`config.mk`:
```
export PLATFORM = sky130hd
export DESIGN_NAME = brk_trig_unit
export DESIGN_NICKNAME = d
export VERILOG_FILES = /design/src/rtl/brk_trig_pkg.sv /design/src/rtl/brk_ctl_reg.sv /design/src/rtl/brk_pulse_gen.sv /design/src/rtl/brk_irq_gate.sv /design/src/rtl/brk_trig_unit.sv
export SDC_FILE = /design/constraint.sdc
export NUM_CORES = 1
export LEC_CHECK = 0
export ABC_AREA = 1
export BUFFER_PORTS_ARGS = -buffer_cell sky130_fd_sc_hd__buf_2
export CAP_MARGIN = 20
export CORE_MARGIN = 2
export CORE_UTILIZATION = 43
export DETAILED_ROUTE_END_ITERATION = 6
export HOLD_SLACK_MARGIN = 0.1
export PLACE_DENSITY_LB_ADDON = 0.3
export SETUP_SLACK_MARGIN = 0.4
export SLEW_MARGIN = 0
export SYNTH_ARGS = -nofsm -noshare
export SYNTH_HDL_FRONTEND = slang
export SYNTH_HIERARCHICAL = 1
export SYNTH_SLANG_ARGS = --single-unit
```
`constraint.sdc`:
```
create_clock -name clk -period 2.8 [get_ports clk]
set_input_delay 0.14 -clock clk [delete_from_list [all_inputs] [get_ports clk]]
set_output_delay 0.14 -clock clk [all_outputs]
set_load 0.1 [all_outputs]
```
`src/rtl/brk_trig_pkg.sv`:
```
// Shared constants and the width-code decode for the break trigger unit.
// Assumes the widest code (3) selects 2**max_log2 cycles and each lower
// code halves it; code 0 follows the clock-ratio strap.
package brk_trig_pkg;

    localparam int REG_W  = 16;
    localparam int CODE_W = 2;

    // Exponent of the pulse length for a width code and ratio strap.
    function automatic int pulse_exp(input int max_log2,
                                     input logic [CODE_W-1:0] code,
                                     input logic x8);
        int base;
        base = max_log2 - 3;
        if (code == '0)
            return base + (x8 ? 1 : 0);
        return base + int'(code);
    endfunction

endpackage

```
`src/rtl/brk_ctl_reg.sv`:
```
// Control register: width code in bits 2:1, interrupt disable in bit 0.
// Assumes a single-cycle write strobe; reserved bits are not stored.
// Power-on reset and module standby clear it; software standby freezes it.
module brk_ctl_reg
    import brk_trig_pkg::*;
#(
    parameter int DATA_W = REG_W
) (
    input  logic              clk,
    input  logic              rst_n,
    input  logic              mod_stby,
    input  logic              sw_stby,
    input  logic              wr_en,
    input  logic [DATA_W-1:0] wdata,
    output logic [CODE_W-1:0] width_code,
    output logic              irq_dis,
    output logic [DATA_W-1:0] rdata
);

    localparam int IMPL_W = CODE_W + 1;

    logic [CODE_W-1:0] code_q;
    logic              dis_q;

    // Register update: clear on reset or module standby, write when awake.
    always_ff @(posedge clk) begin
        if (!rst_n || mod_stby) begin
            code_q <= '0;
            dis_q  <= 1'b0;
        end else if (wr_en && !sw_stby) begin
            code_q <= wdata[IMPL_W-1:1];
            dis_q  <= wdata[0];
        end
    end

    // Read view: implemented bits only, all zero in module standby.
    always_comb begin
        rdata = '0;
        if (!mod_stby)
            rdata[IMPL_W-1:0] = {code_q, dis_q};
    end

    assign width_code = code_q;
    assign irq_dis    = dis_q;

endmodule

```
`src/rtl/brk_pulse_gen.sv`:
```
// Trigger pulse generator: starts on a match while idle, holds the output
// high for the decoded number of cycles, and ignores matches meanwhile.
// Assumes the width code is stable in the cycle of the starting match.
module brk_pulse_gen
    import brk_trig_pkg::*;
#(
    parameter int MAX_LOG2 = 4
) (
    input  logic              clk,
    input  logic              rst_n,
    input  logic              mod_stby,
    input  logic              match,
    input  logic [CODE_W-1:0] width_code,
    input  logic              mult_x8,
    output logic              trig
);

    localparam int CNT_W = MAX_LOG2;

    logic [CNT_W-1:0] remain_q;
    logic [CNT_W-1:0] load_val;
    logic             trig_q;

    // Decode the code into the count of cycles left after the first.
    always_comb begin
        int e;
        e        = pulse_exp(MAX_LOG2, width_code, mult_x8);
        load_val = CNT_W'((1 << e) - 1);
    end

    // Pulse sequencer: load on an idle match, count down, drop at zero.
    always_ff @(posedge clk) begin
        if (!rst_n || mod_stby) begin
            trig_q   <= 1'b0;
            remain_q <= '0;
        end else if (!trig_q) begin
            if (match) begin
                trig_q   <= 1'b1;
                remain_q <= load_val;
            end
        end else if (remain_q == '0) begin
            trig_q <= 1'b0;
        end else begin
            remain_q <= remain_q - 1'b1;
        end
    end

    assign trig = trig_q;

endmodule

```
`src/rtl/brk_irq_gate.sv`:
```
// Break interrupt request: a level set by an enabled match and held until
// acknowledged. A match in the same cycle as an acknowledge keeps it set.
module brk_irq_gate (
    input  logic clk,
    input  logic rst_n,
    input  logic mod_stby,
    input  logic match,
    input  logic irq_dis,
    input  logic ack,
    output logic irq
);

    logic irq_q;
    logic set_req;

    // A request is raised only when the disable flag is clear.
    assign set_req = match && !irq_dis;

    // Request level: set wins over acknowledge; standby clears it.
    always_ff @(posedge clk) begin
        if (!rst_n || mod_stby)
            irq_q <= 1'b0;
        else if (set_req)
            irq_q <= 1'b1;
        else if (ack)
            irq_q <= 1'b0;
    end

    assign irq = irq_q;

endmodule

```
`src/rtl/brk_trig_unit.sv`:
```
// Top of the break trigger unit. It joins the control register, the pulse
// generator and the interrupt gate. Assumes match_stb comes from the
// break comparison logic in the same clock domain and mult_x8 is static.
module brk_trig_unit
    import brk_trig_pkg::*;
#(
    parameter int MAX_LOG2 = 4
) (
    input  logic             clk,
    input  logic             rst_n,
    input  logic             mod_stby,
    input  logic             sw_stby,
    input  logic             mult_x8,
    input  logic             reg_wr,
    input  logic [REG_W-1:0] reg_wdata,
    output logic [REG_W-1:0] reg_rdata,
    input  logic             match_stb,
    input  logic             irq_ack,
    output logic             trig_out,
    output logic             brk_irq
);

    logic [CODE_W-1:0] width_code;
    logic              irq_dis;

    brk_ctl_reg #(.DATA_W(REG_W)) ctl_i (
        .clk        (clk),
        .rst_n      (rst_n),
        .mod_stby   (mod_stby),
        .sw_stby    (sw_stby),
        .wr_en      (reg_wr),
        .wdata      (reg_wdata),
        .width_code (width_code),
        .irq_dis    (irq_dis),
        .rdata      (reg_rdata)
    );

    brk_pulse_gen #(.MAX_LOG2(MAX_LOG2)) pulse_i (
        .clk        (clk),
        .rst_n      (rst_n),
        .mod_stby   (mod_stby),
        .match      (match_stb),
        .width_code (width_code),
        .mult_x8    (mult_x8),
        .trig       (trig_out)
    );

    brk_irq_gate irq_i (
        .clk      (clk),
        .rst_n    (rst_n),
        .mod_stby (mod_stby),
        .match    (match_stb),
        .irq_dis  (irq_dis),
        .ack      (irq_ack),
        .irq      (brk_irq)
    );

endmodule

```
==> results.py <==
metrics = {
    "setup_path": {
        "critPathLaunchType": "flip-flop",
        "r2r_cells": 10,
        "critPathLaunch": "ctl_i/width_code[0]",
        "cp_max_fo": 4,
        "critPathRequiredTime_ns": 3.00,
        "r2r-start": "ctl_i/width_code[0]",
        "critPathKind": "reg -> reg",
        "cp-end-kind": "flip-flop",
        "crit_arrival_ns": 1.91,
    },
    "synth": {
        "yosysTopAreaCell": "dfxtp_1",
        "synth_area_leaders": "dfxtp_1, buf_4, inv_1",
        "synth_compound_area_share_pct": 7.860,
        "netlist_area_um2": 748.2,
        "ys_types": 21,
        "synth-seq-cells": 9,
        "synth_xor_area_share_pct": 0,
        "synthAdderAreaFrac_pct": 8.361,
        "yosys_warnings": 6,
        "ys_seq_area_share_pct": 24.08,
        "synth_mux_area_share_pct": 1.338,
        "synth_top_family_by_area": "simple AND/OR/NAND/NOR gates",
        "synth_simple_gate_area_share_pct": 32.27,
        "syn_avg_cell_area_um2": 6.563,
        "yosys.area.top_type_share_pct": 24.08,
        "syn_inst": 114,
    },
    "timing": {
        "slew_violations": 0,
        "fmax_ghz": 0.5853,
        "hold_viol_final": 0,
        "finalSetupViolCount": 0,
        "rsz0062_at_grt": "false",
        "period_needed_ns": 1.709,
        "setup_slack_ns": 1.091,
        "clock_skew_ns": 0.003189,
        "setup_tns_ns": 0,
        "post-route-period-util_pct": 61.02,
    },
    "die": {
        "core_area_um2": 1689,
        "die_y_um": 45.72,
        "fp.dieW_um": 45.72,
        "ioPinCount": 42,
        "dieArea_um2": 2090,
        "start_util_pct": 44.30,
        "rows": 15,
    },
    "min_path": {
        "hold_depth": 3,
        "min_from": "rst_n",
        "worstHoldPathType": "in -> reg",
    },
    "detailed_routing": {
        "dr.first_iter.drc_count": 12,
        "vias_per_cell": 4.367,
        "post-route-drc-count": 0,
        "avgRoutedWirePerCell_um": 8.387,
        "routed_wirelength_um": 1258,
        "dr.pass1.iters": 4,
        "ant_nets": 0,
        "vias": 655,
    },
    "pwr": {
        "p_comb_share_pct": 40.3,
        "netSwitchingFraction_pct": 46.19,
        "p_clk_share_pct": 25.7,
        "power.density_nw_per_um2": 489.2,
        "ir_worst_vdd_mv": 0.2289,
        "p_leak_nw": 0.4684,
        "seq_power_share_pct": 34.0,
        "switchingPower_uw": 187.1,
        "p_int_uw": 218.0,
    },
    "grt": {
        "grt_max_degree": 8,
        "grt_pass1_wl_um": 1938,
        "antenna_found_initial": 0,
        "track_usage_pct": 13.63,
        "grt_pass1_vias": 512,
        "overflow": 0,
    },
    "clock_tree": {
        "hold_buffers": 1,
        "cts_buffer_depth": 2,
        "cts_resized": 0,
        "post-cts-setup-buffer-count": 0,
        "cts_buffers": 3,
        "cts_htree_levels": 1,
        "tritoncts": "done",
        "clk_latency_ns": 0.26,
        "clk_pin_slew_ns": 0.07,
        "clkSinkCount": 9,
        "cts_root_buffer": "clkbuf_4",
    },
    "layout": {
        "areaGrowthSynthToFinish_pct": 10.70,
        "nFillCells": 201,
        "diodes": 0,
        "drive_above_1_share_pct": 24.06,
        "fin_util_pct": 49.04,
        "final_cell_mix": "inv_1, nand2_1, buf_2",
        "finalNetCount": 163,
    },
    "flow_run": {
        "drv_cap": 0,
    },
    "place": {
        "post-place-ws_ns": 1.133,
        "io_buffer_count": 15,
        "globalplace.congestion": 0.7772,
        "hpwl_um": 1002,
    },
    "run_status": {
        "status": "finished clean",
    },
}
-- stage by stage --
stage	hold WS (ns)	instances	cell area [um^2]	total power, mW
final	0.1377	150	828.3	0.4052
after detailed placement	0.3745	145	792.0	0.3029
after floorplan	0.2749	126	793.3	0.2966
after global placement	0.3678	145	792.0	0.3006
after CTS	0.1260	150	828.3	0.4142
after global routing	0.1232	150	828.3	0.4334
-- cells by family after synthesis --
group	count (synthesis)
fa+ha+maj	5
flops	9
simple gates	52
buf+inv	38
compound gates	8
other cells	1
mux	1
-- cell usage after synthesis --
cell     instances
a21oi_2          3
nand2_1         22
mux2i_1          1
nor2_1          11
ha_1             5
dfxtp_1          9
o21ai_2          2
nand2_4          1
a21oi_1          2
inv_1           22
o21ai_0          1
or2_2            1
nor2_2           2
inv_2            3
nor3_1           2
nand3_1         10
buf_4           13
conb_1           1
nand3_2          1
nor2_4           1
nand4_1          1
-- final timing paths --
check | slack (ns) | end
worst max-delay path | 1.09 | pulse_i/remain_q[1]
worst min-delay path | 0.14 | irq_i/irq
worst max register to register | 1.09 | pulse_i/remain_q[1]
worst min register to register | 0.47 | irq_i/irq
-- worst max-delay path, cell delays in order, from the launching register on --
cell and delay [ns]:
dfxtp_1 0.37, inv_1 0.06, ha_1 0.28, nand2_1 0.07, nand2_1 0.08, inv_1 0.08
nand3_1 0.09, ha_1 0.30, mux2i_1 0.16, o21ai_2 0.08, a21oi_2 0.09
-- routing by layer --
layer	vias up	share of wire [%]	track usage, %
met3	2	3.8	3.571
met2	13	52	21.41
met4	0	0.95	10.29
li1	360	-	-
met1	280	43	15.63
met5	-	0	0
-- state kept, by name, summed over array words and instances, names as in the netlist --
register / count
ctl_i/irq_dis: 1
ctl_i/width_code: 2
irq_i/irq: 1
pulse_i/remain_q: 4
pulse_i/trig: 1
-- area by class of cell --
class / count / area, um^2 / area share, %
Multi-Input combinational cell: 79 / 421.7 / 50.91
Sequential cell: 9 / 180.2 / 21.75
Inverter: 25 / 93.84 / 11.33
Timing Repair Buffer: 16 / 85.08 / 10.27
Clock buffer: 4 / 26.28 / 3.172
Tap cell: 17 / 21.27 / 2.568
-- power groups by stage --
stage,sequential (mW),clock [mW],combinational [mW]
finish,0.138,0.104,0.163
CTS,0.138,0.112,0.164
floorplan,0.150,0,0.146
detailed placement,0.141,0,0.162
global placement,0.141,0,0.160
global route,0.139,0.119,0.176
Power figures use the tool's default switching activity.
